[config.mk]
export PLATFORM = sky130hd
export DESIGN_NAME = rxfc_ctrl
export DESIGN_NICKNAME = d
export VERILOG_FILES = /design/src/rtl/rxfc_pkg.sv /design/src/rtl/rxfc_thresh_sel.sv /design/src/rtl/rxfc_hyst.sv /design/src/rtl/rxfc_irq.sv /design/src/rtl/rxfc_ctrl.sv
export SDC_FILE = /design/constraint.sdc
export NUM_CORES = 1
export LEC_CHECK = 0
export ABC_AREA = 1
export CORE_ASPECT_RATIO = 0.7
export CORE_MARGIN = 2
export CORE_UTILIZATION = 45
export DETAILED_ROUTE_END_ITERATION = 8
export PLACE_DENSITY = 0.77
export SLEW_MARGIN = 20
export SYNTH_ARGS = -nofsm -noshare
export SYNTH_HDL_FRONTEND = slang
export SYNTH_HIERARCHICAL = 1
export SYNTH_SLANG_ARGS = --single-unit
export TNS_END_PERCENT = 30
[constraint.sdc]
create_clock -name clk -period 2.4 [get_ports clk]
set_clock_uncertainty 0.15 [all_clocks]
set_input_delay 0.48 -clock clk [delete_from_list [all_inputs] [get_ports clk]]
set_output_delay 0.48 -clock clk [all_outputs]
set_load 0.005 [all_outputs]
[src/rtl/rxfc_pkg.sv]
// Package: rxfc_pkg
// Shared types and the hysteresis next-state rule for the receive flow
// threshold controller. Assumes counts are unsigned and never exceed depth.
package rxfc_pkg;

    typedef enum logic {
        MODE_CODED = 1'b0,
        MODE_PROG  = 1'b1
    } rxfc_mode_e;

    // Next off-state: set at the upper point, cleared at the lower point.
    function automatic logic rxfc_next_off(input logic off_now,
                                           input logic at_upper,
                                           input logic at_lower);
        return off_now ? !at_lower : at_upper;
    endfunction

endpackage

[src/rtl/rxfc_thresh_sel.sv]
// Module: rxfc_thresh_sel
// Picks the interrupt trigger level, the off point and the release point.
// In coded mode these come from a four-entry table and its neighbours.
// The neighbour above the top entry saturates at DEPTH.
// The neighbour below the bottom entry is zero.
// In programmable mode they come from the high/low inputs.
// Assumes hi > lo in programmable mode; this is not checked.
module rxfc_thresh_sel #(
    parameter int DEPTH    = 128,
    parameter int CNT_W    = $clog2(DEPTH + 1),
    parameter int LVL0     = 8,
    parameter int LVL1     = 16,
    parameter int LVL2     = 56,
    parameter int LVL3     = 60,
    parameter bit HAS_PROG = 1'b1
) (
    input  logic [1:0]       code_i,
    input  logic             ext_i,
    input  logic [CNT_W-1:0] hi_i,
    input  logic [CNT_W-1:0] lo_i,
    output logic [CNT_W-1:0] trig_o,
    output logic [CNT_W-1:0] upper_o,
    output logic [CNT_W-1:0] lower_o
);
    import rxfc_pkg::*;

    localparam int NLVL = 4;
    localparam logic [CNT_W-1:0] TOP  = CNT_W'(DEPTH);
    localparam logic [CNT_W-1:0] ZERO = '0;

    logic [CNT_W-1:0] tbl [NLVL];
    logic [CNT_W-1:0] c_trig, c_up, c_dn;

    // Table of coded levels as constant nets.
    assign tbl[0] = CNT_W'(LVL0);
    assign tbl[1] = CNT_W'(LVL1);
    assign tbl[2] = CNT_W'(LVL2);
    assign tbl[3] = CNT_W'(LVL3);

    // Coded lookup: selected level plus its upper and lower neighbours.
    always_comb begin
        c_trig = tbl[code_i];
        c_up   = (code_i == 2'(NLVL - 1)) ? TOP  : tbl[code_i + 2'd1];
        c_dn   = (code_i == 2'd0)         ? ZERO : tbl[code_i - 2'd1];
    end

    generate
        if (HAS_PROG) begin : g_prog
            rxfc_mode_e mode;
            assign mode = rxfc_mode_e'(ext_i);
            // Source select between the coded table and the programmable pair.
            always_comb begin
                if (mode == MODE_PROG) begin
                    trig_o  = hi_i;
                    upper_o = hi_i;
                    lower_o = lo_i;
                end else begin
                    trig_o  = c_trig;
                    upper_o = c_up;
                    lower_o = c_dn;
                end
            end
        end else begin : g_coded
            logic unused_prog;
            assign unused_prog = ^{ext_i, hi_i, lo_i};
            assign trig_o  = c_trig;
            assign upper_o = c_up;
            assign lower_o = c_dn;
        end
    endgenerate

endmodule

[src/rtl/rxfc_hyst.sv]
// Module: rxfc_hyst
// Holds the request-to-send off state with hysteresis.
// It emits one-cycle stop/resume pulses on each change of state.
// Assumes upper/lower are already resolved for the active mode.
module rxfc_hyst #(
    parameter int CNT_W = 8
) (
    input  logic             clk,
    input  logic             rst_n,
    input  logic [CNT_W-1:0] cnt_i,
    input  logic [CNT_W-1:0] upper_i,
    input  logic [CNT_W-1:0] lower_i,
    output logic             off_o,
    output logic             stop_o,
    output logic             resume_o
);
    import rxfc_pkg::*;

    logic off_q, stop_q, resume_q, off_d;

    // Next state from the two threshold comparisons.
    always_comb begin
        off_d = rxfc_next_off(off_q, cnt_i >= upper_i, cnt_i <= lower_i);
    end

    // Register state and the transition pulses.
    always_ff @(posedge clk) begin
        if (!rst_n) begin
            off_q    <= 1'b0;
            stop_q   <= 1'b0;
            resume_q <= 1'b0;
        end else begin
            off_q    <= off_d;
            stop_q   <= !off_q && off_d;
            resume_q <= off_q && !off_d;
        end
    end

    assign off_o    = off_q;
    assign stop_o   = stop_q;
    assign resume_o = resume_q;


    reset_state_chk: assert property (@(posedge clk)
        !rst_n |=> (!off_q && !stop_q && !resume_q));

    stop_on_rise_chk: assert property (@(posedge clk) disable iff (!rst_n)
        $rose(off_q) |-> stop_q);

    stop_needs_off_chk: assert property (@(posedge clk) disable iff (!rst_n)
        stop_q |-> off_q);

    resume_needs_on_chk: assert property (@(posedge clk) disable iff (!rst_n)
        resume_q |-> !off_q);

    pulse_excl_chk: assert property (@(posedge clk) disable iff (!rst_n)
        !(stop_q && resume_q));

    hold_on_chk: assert property (@(posedge clk) disable iff (!rst_n)
        (!off_q && cnt_i < upper_i) |=> !off_q);

    hold_off_chk: assert property (@(posedge clk) disable iff (!rst_n)
        (off_q && cnt_i > lower_i) |=> off_q);

endmodule

[src/rtl/rxfc_irq.sv]
// Module: rxfc_irq
// Registers the receive trigger interrupt request from a level compare.
// Assumes the trigger level is already resolved for the active mode.
module rxfc_irq #(
    parameter int CNT_W = 8
) (
    input  logic             clk,
    input  logic             rst_n,
    input  logic [CNT_W-1:0] cnt_i,
    input  logic [CNT_W-1:0] trig_i,
    output logic             irq_o
);
    logic irq_q;

    // Level-sensitive request, registered.
    always_ff @(posedge clk) begin
        if (!rst_n) irq_q <= 1'b0;
        else        irq_q <= (cnt_i >= trig_i);
    end

    assign irq_o = irq_q;


    irq_raise_chk: assert property (@(posedge clk) disable iff (!rst_n)
        (cnt_i >= trig_i) |=> irq_q);

    irq_drop_chk: assert property (@(posedge clk) disable iff (!rst_n)
        (cnt_i < trig_i) |=> !irq_q);

endmodule

[src/rtl/rxfc_ctrl.sv]
// Module: rxfc_ctrl (top)
// Receive FIFO flow threshold controller.
// Threshold selection feeds two registered stages: hysteresis and interrupt.
// Assumes fifo_cnt <= DEPTH. In programmable mode it assumes thr_hi > thr_lo.
module rxfc_ctrl #(
    parameter int DEPTH = 128,
    parameter int CNT_W = $clog2(DEPTH + 1),
    parameter int LVL0  = 8,
    parameter int LVL1  = 16,
    parameter int LVL2  = 56,
    parameter int LVL3  = 60
) (
    input  logic             clk,
    input  logic             rst_n,
    input  logic [CNT_W-1:0] fifo_cnt,
    input  logic [1:0]       trig_code,
    input  logic             ext_en,
    input  logic [CNT_W-1:0] thr_hi,
    input  logic [CNT_W-1:0] thr_lo,
    output logic             rts_n,
    output logic             rx_trig_irq,
    output logic             send_stop,
    output logic             send_resume
);
    logic [CNT_W-1:0] trig, upper, lower;

    rxfc_thresh_sel #(
        .DEPTH(DEPTH), .CNT_W(CNT_W),
        .LVL0(LVL0), .LVL1(LVL1), .LVL2(LVL2), .LVL3(LVL3),
        .HAS_PROG(1'b1)
    ) u_sel (
        .code_i (trig_code),
        .ext_i  (ext_en),
        .hi_i   (thr_hi),
        .lo_i   (thr_lo),
        .trig_o (trig),
        .upper_o(upper),
        .lower_o(lower)
    );

    rxfc_hyst #(.CNT_W(CNT_W)) u_hyst (
        .clk     (clk),
        .rst_n   (rst_n),
        .cnt_i   (fifo_cnt),
        .upper_i (upper),
        .lower_i (lower),
        .off_o   (rts_n),
        .stop_o  (send_stop),
        .resume_o(send_resume)
    );

    rxfc_irq #(.CNT_W(CNT_W)) u_irq (
        .clk   (clk),
        .rst_n (rst_n),
        .cnt_i (fifo_cnt),
        .trig_i(trig),
        .irq_o (rx_trig_irq)
    );

endmodule

==> Word-level counts from Yosys, hierarchy flattened <==
Index checks and enable logic that the tools add are counted.
{ "totals": {"out_inout_bits": 4, "word_cells": 37, "memories": 0, "mem_bits_ro": 0, "ram_bits": 0, "inputBits": 29, "reg_bits": 4, "latch_bits": 0} }
{ "classes": {"shift": 0, "bitwise": 3, "n_mux": 15, "magnitude_cmp": 6, "n_eq_ne": 1, "addsub": 2, "reduce_logical": 6, "mul": 0, "div": 0} }
{ "op_table": {"columns": ["operator", "count"], "rows": [
  ["8-bit two-way mux", 11],
  ["8-bit binary-select mux with 2-bit select", 3],
  ["8-bit >= comparator", 2],
  ["3-bit >= comparator (second input constant)", 3],
  ["2-bit inverter with 3-bit output", 3],
  ["8-bit <= comparator", 1],
  ["1-bit logical NOT", 3],
  ["2-bit by 1-bit adder with 2-bit output (second input constant)", 1],
  ["2-bit equality test (second input constant)", 1],
  ["1-bit logical AND", 2],
  ["2-bit logical NOT", 1],
  ["2-bit by 1-bit subtractor with 2-bit output (second input constant)", 1],
  ["1-bit two-way mux", 1]
]} }

==> Longest topological paths before layout <==
{ "logic_depth": {"depth_word": 12, "depth_mapped": 15, "mapped_depth_nobuf": 15} }

==> Cells and area by module <==
The synthesis kept the hierarchy.
{ "modules_own_cells": {"columns": ["mod", "seq_area_each_um2", "instances", "cells_per_inst", "area_per_inst_um2"], "rows": [
  ["rxfc_hyst", 60.1, 1, 82, 529.3],
  ["rxfc_thresh_sel", 0.0, 1, 58, 305.3],
  ["rxfc_irq", 20.0, 1, 38, 242.7]
]} }

==> Worst setup path after synthesis <==
OpenSTA, ideal clock, no wires.
{ "synth_timing": {"path_type": "input port to flip-flop", "startpoint": "input trig_code[1]", "endpoint": "register u_hyst.off_q, in the netlist u_hyst/off_o", "required_ps": 2136, "setup_ps": 114, "slack_ps": 427, "t_arrival_ps": 1709, "cell_stages": 12, "n_path_buf": 0, "cell_sequence": "inv_1 -> ha_1 -> inv_1 -> o21ai_0 -> inv_1 -> ha_1 -> a21oi_1 -> nor2_1 -> nor2_1 -> nand3_1 -> nand2_1 -> nand2_1"} }
{ "synth_via": {"elab_cells_between_ends": 20, "classes_between": "add/sub (2); order compare (2); eq/ne (1); mux (11); bitwise (2); reduce/logical (2)"} }
{ "synth_lines": {"columns": ["element", "line_no", "rtl"], "rows": [
  ["from (decl)", "rxfc_ctrl.sv:16", "input logic [1:0] trig_code,"],
  ["2-bit by 1-bit adder with 2-bit output", "rxfc_thresh_sel.sv:43", "c_up = (code_i == 2'(NLVL - 1)) ? TOP : tbl[code_i + 2'd1];"],
  ["2-bit inverter with 3-bit output (not written as such)", "rxfc_thresh_sel.sv:43", null],
  ["8-bit binary-select mux with 2-bit select", "rxfc_thresh_sel.sv:43", null],
  ["8-bit two-way mux (not written as such) (2 in series)", "rxfc_thresh_sel.sv:43", null],
  ["8-bit two-way mux (*)", "rxfc_thresh_sel.sv:43", null],
  ["8-bit two-way mux (*)", "rxfc_thresh_sel.sv:53", "if (mode == MODE_PROG) begin"],
  ["named net upper[5]", "rxfc_ctrl.sv:25", "logic [CNT_W-1:0] trig, upper, lower;"],
  ["8-bit >= comparator (*)", "rxfc_hyst.sv:23", "off_d = rxfc_next_off(off_q, cnt_i >= upper_i, cnt_i <= lower_i);"],
  ["1-bit two-way mux (*)", "rxfc_pkg.sv:15", "return off_now ? !at_lower : at_upper;"],
  ["to (signal assigned)", "rxfc_hyst.sv:29", "off_q <= 1'b0;"],
  ["to (signal assigned)", "rxfc_hyst.sv:33", "off_q <= off_d;"],
  ["to (decl)", "rxfc_hyst.sv:19", "logic off_q, stop_q, resume_q, off_d;"]
]} }
Mark *: on every way through the listed nets, which the timed path passes. The rest lies on a longest branch. The select of a mux whose other input is x is not followed.
A chain may end at the register's enable or synchronous reset.

==> Worst setup path in the final report <==
{ "layout_timing": {"startpoint": "input ext_en", "endpoint": "register u_hyst.off_q, in the netlist u_hyst/off_o"} }
{ "layout_via": {"elab_chain_cells": 4, "elab_cells_between_ends": 6, "classes_between": "order compare (2); mux (3); reduce/logical (1)"} }
{ "layout_lines": {"columns": ["element", "line_no", "rtl"], "rows": [
  ["from (decl)", "rxfc_ctrl.sv:17", "input logic ext_en,"],
  ["8-bit two-way mux", "rxfc_thresh_sel.sv:53", null],
  ["named net lower[5]", "rxfc_ctrl.sv:25", null],
  ["8-bit <= comparator", "rxfc_hyst.sv:23", null],
  ["1-bit logical NOT", "rxfc_pkg.sv:15", null],
  ["1-bit two-way mux", "rxfc_pkg.sv:15", null]
]} }
The timed path passes the listed nets, and every way through them passes these cells.

==> results.json <==
{
  "dpl_worst_slack_ns": -0.234,
  "cap_violations": 0,
  "cts_setup_buffers": 0,
  "hold_viol": 0,
  "setup_viol": 0,
  "p_leak_uw": 0.000906,
  "ir_drop_uv": 125,
  "cpMostUsedCell": "nand2_1",
  "finalCriticalPeriod_ns": 2.23,
  "power_density_nw_per_um2": 283,
  "grt_use_met3_pct": 3.74,
  "synth_top_area_share_pct": 34.8,
  "fill_cells": 187,
  "avgSynthCellArea_um2": 6.05,
  "power_uw": 435,
  "slew-limit-headroom_pct": 77.9,
  "rows": 14,
  "arrival_ns": 2.22,
  "syn_inst": 178,
  "synth.area.top_cells": "ha_1, nand2_1, inv_1",
  "cpPeakStageDelay_ns": 0.51,
  "cts_sinks": 4,
  "hold_slack_ns": 0.309,
  "crit_chain": "clkdlybuf4s50_1 -> buf_12 -> inv_1 -> nand2_2 -> nand2_1 -> inv_1 -> ha_1 -> a21oi_1 -> nor2_1 -> nor2_1 -> nand2_1 -> nand3_1 -> nand2_1",
  "cp-start-kind": "primary input",
  "critPathTopFamily": "buffers and inverters",
  "worst-path-buf-inv": 4,
  "grt_use_met1_pct": 22.9,
  "grt_max_degree": 26,
  "synth_seq_cells": 4,
  "pwr-share-clk_pct": 20.4,
  "seqPwrFrac_pct": 18.3,
  "yosys_warnings": 6,
  "ys_types": 15,
  "setup_ws_ns": 0.169,
  "root_buffer": "clkbuf_4",
  "syn_nets": 237,
  "drt_pass1_iterations": 4,
  "layout_commonest_cell": "nand2_1",
  "combPwrFrac_pct": 61.3,
  "whs_path_depth": 2,
  "grt_remaining_overflow": 0,
  "core_area_um2": 2210,
  "fin_util_pct": 69.5,
  "nets": 274,
  "drive_above_1_share_pct": 11.3,
  "io_buffers": 32,
  "yosys.area.top_type": "ha_1",
  "crit_fanout": 25,
  "setup.worst_path.class": "primary input to register",
  "clk_pin_slew_ns": 0.04,
  "antenna_left": 0,
  "fp.dieArea_um2": 2810,
  "cts_hold_buffers": 0,
  "vias": 1148,
  "cts_resized": 0,
  "place_congestion": 0.802,
  "cts_tree": "done",
  "first_iter_violations": 13,
  "grt_usage_pct": 21.7,
  "grt_pass1_vias": 1158,
  "antenna_found_initial": 0,
  "cts_made_buffers": 3,
  "worstPathRequired_ns": 2.39,
  "clk_path_buf_depth": 2,
  "die_h_um": 44.9,
  "ys_seq_area_share_pct": 7.43,
  "vias_per_cell": 4.69,
  "slew_violations": 0,
  "fmax_mhz": 448,
  "die_w_um": 62.5,
  "grt_busiest_layer": "met2",
  "syn_area_um2": 1080,
  "htree_num_levels": 1,
  "drt-wirelength-per-cell_um": 10.9,
  "crit_path_end_kind": "register",
  "rsz0062_at_grt": "no",
  "use_met2_pct": 42.4,
  "timing.final.crit_share_pct": 93.0,
  "dp.final_hpwl_um": 2290,
  "ff2ff_path_depth": 3,
  "syn2layout_area_growth_pct": 42.4,
  "grt_pass1_wl_um": 4660,
  "status": "completed",
  "p_sw_share_pct": 37.9,
  "drc": 0,
  "hp-class": "register to register",
  "tightest_slew_ns": 0.331,
  "io_pins": 33,
  "layout_common_cells": "nand2_1, inv_1, clkdlybuf4s50_1",
  "insertion_delay_ns": 0.25,
  "p_switching_uw": 165,
  "initial_core_util_pct": 48.8,
  "internal-power_uw": 270,
  "antenna_cells": 0,
  "cp.depth": 13,
  "slowest_stage": "clkdlybuf4s50_1",
  "drt_wl_total_um": 2660
}
[power by group through the flow]
stage,Clock [µW],Sequential (µW),Combinational [µW]
after CTS,91.5,79.8,252
after detailed placement,0,80.8,249
after global placement,0,80.2,234
after floorplan,0,81.4,139
after global routing,97.5,80.8,305
final,88.8,79.6,266
[per-layer routing]
layer  routed length (µm)  share of wire (%)  up-vias
li1                     -                  -      603
met4                   87                3.3        0
met2                 1260                 47       34
met1                 1210                 45      502
met5                    0                  0        -
met3                  103                3.9        9
[state kept, by name (all words and copies together), names as in the netlist]
name             cells
u_hyst/off_o         1
u_hyst/resume_o      1
u_irq/irq_o          1
u_hyst/stop_o        1
[kinds of logic after synthesis]
logic type | synth area share [%]
and+or+nand+nor | 26.2
buffers and inverters | 21.6
adders and majority gates | 34.8
AOI/OAI and AO/OA | 9.87
DFF | 7.43
[final timing paths]
| check | from | endpoint | slack, ns |
|---|---|---|---|
| setup reg to reg | u_hyst/off_o | u_hyst/off_o | 1.50 |
| hold / removal | u_hyst/off_o | u_hyst/resume_o | 0.31 |
| setup / recovery | ext_en | u_hyst/off_o | 0.17 |
| hold reg to reg | u_hyst/off_o | u_hyst/resume_o | 0.31 |
[metrics by stage]
| step | TNS [ns] | std cells | instance area (µm²) |
|---|---|---|---|
| after floorplan | 0 | 178 | 1080 |
| after global placement | -0.565 | 242 | 1440 |
| after detailed placement | -0.775 | 242 | 1440 |
| after CTS | 0 | 245 | 1470 |
| after global routing | 0 | 245 | 1530 |
| final | 0 | 245 | 1530 |
[area by class of cell]
type                    count  area (µm²)  area share (%)
flip-flops and latches      4        80.1            5.22
repair buffers             37         375            24.5
multi-input cells         119         828            54.0
well taps                  32        40.0            2.61
inverters                  50         188            12.2
clock buffers               3        22.5            1.47
[worst min-delay path, stage by stage, from the launching register on]
cell and delay, ns:
dfxtp_1 0.32, nand2_1 0.06, a21oi_1 0.03
[cell usage after synthesis]
library cell / count
buf_4: 3
nor2_1: 9
inv_1: 50
buf_6: 2
nand2_1: 54
nand4_1: 2
a21o_2: 2
ha_1: 30
a21boi_2: 1
nand3_1: 3
a21oi_1: 7
a21o_1: 1
dfxtp_1: 4
nor2_2: 3
o21ai_0: 7
Power figures use the tool's default switching activity.
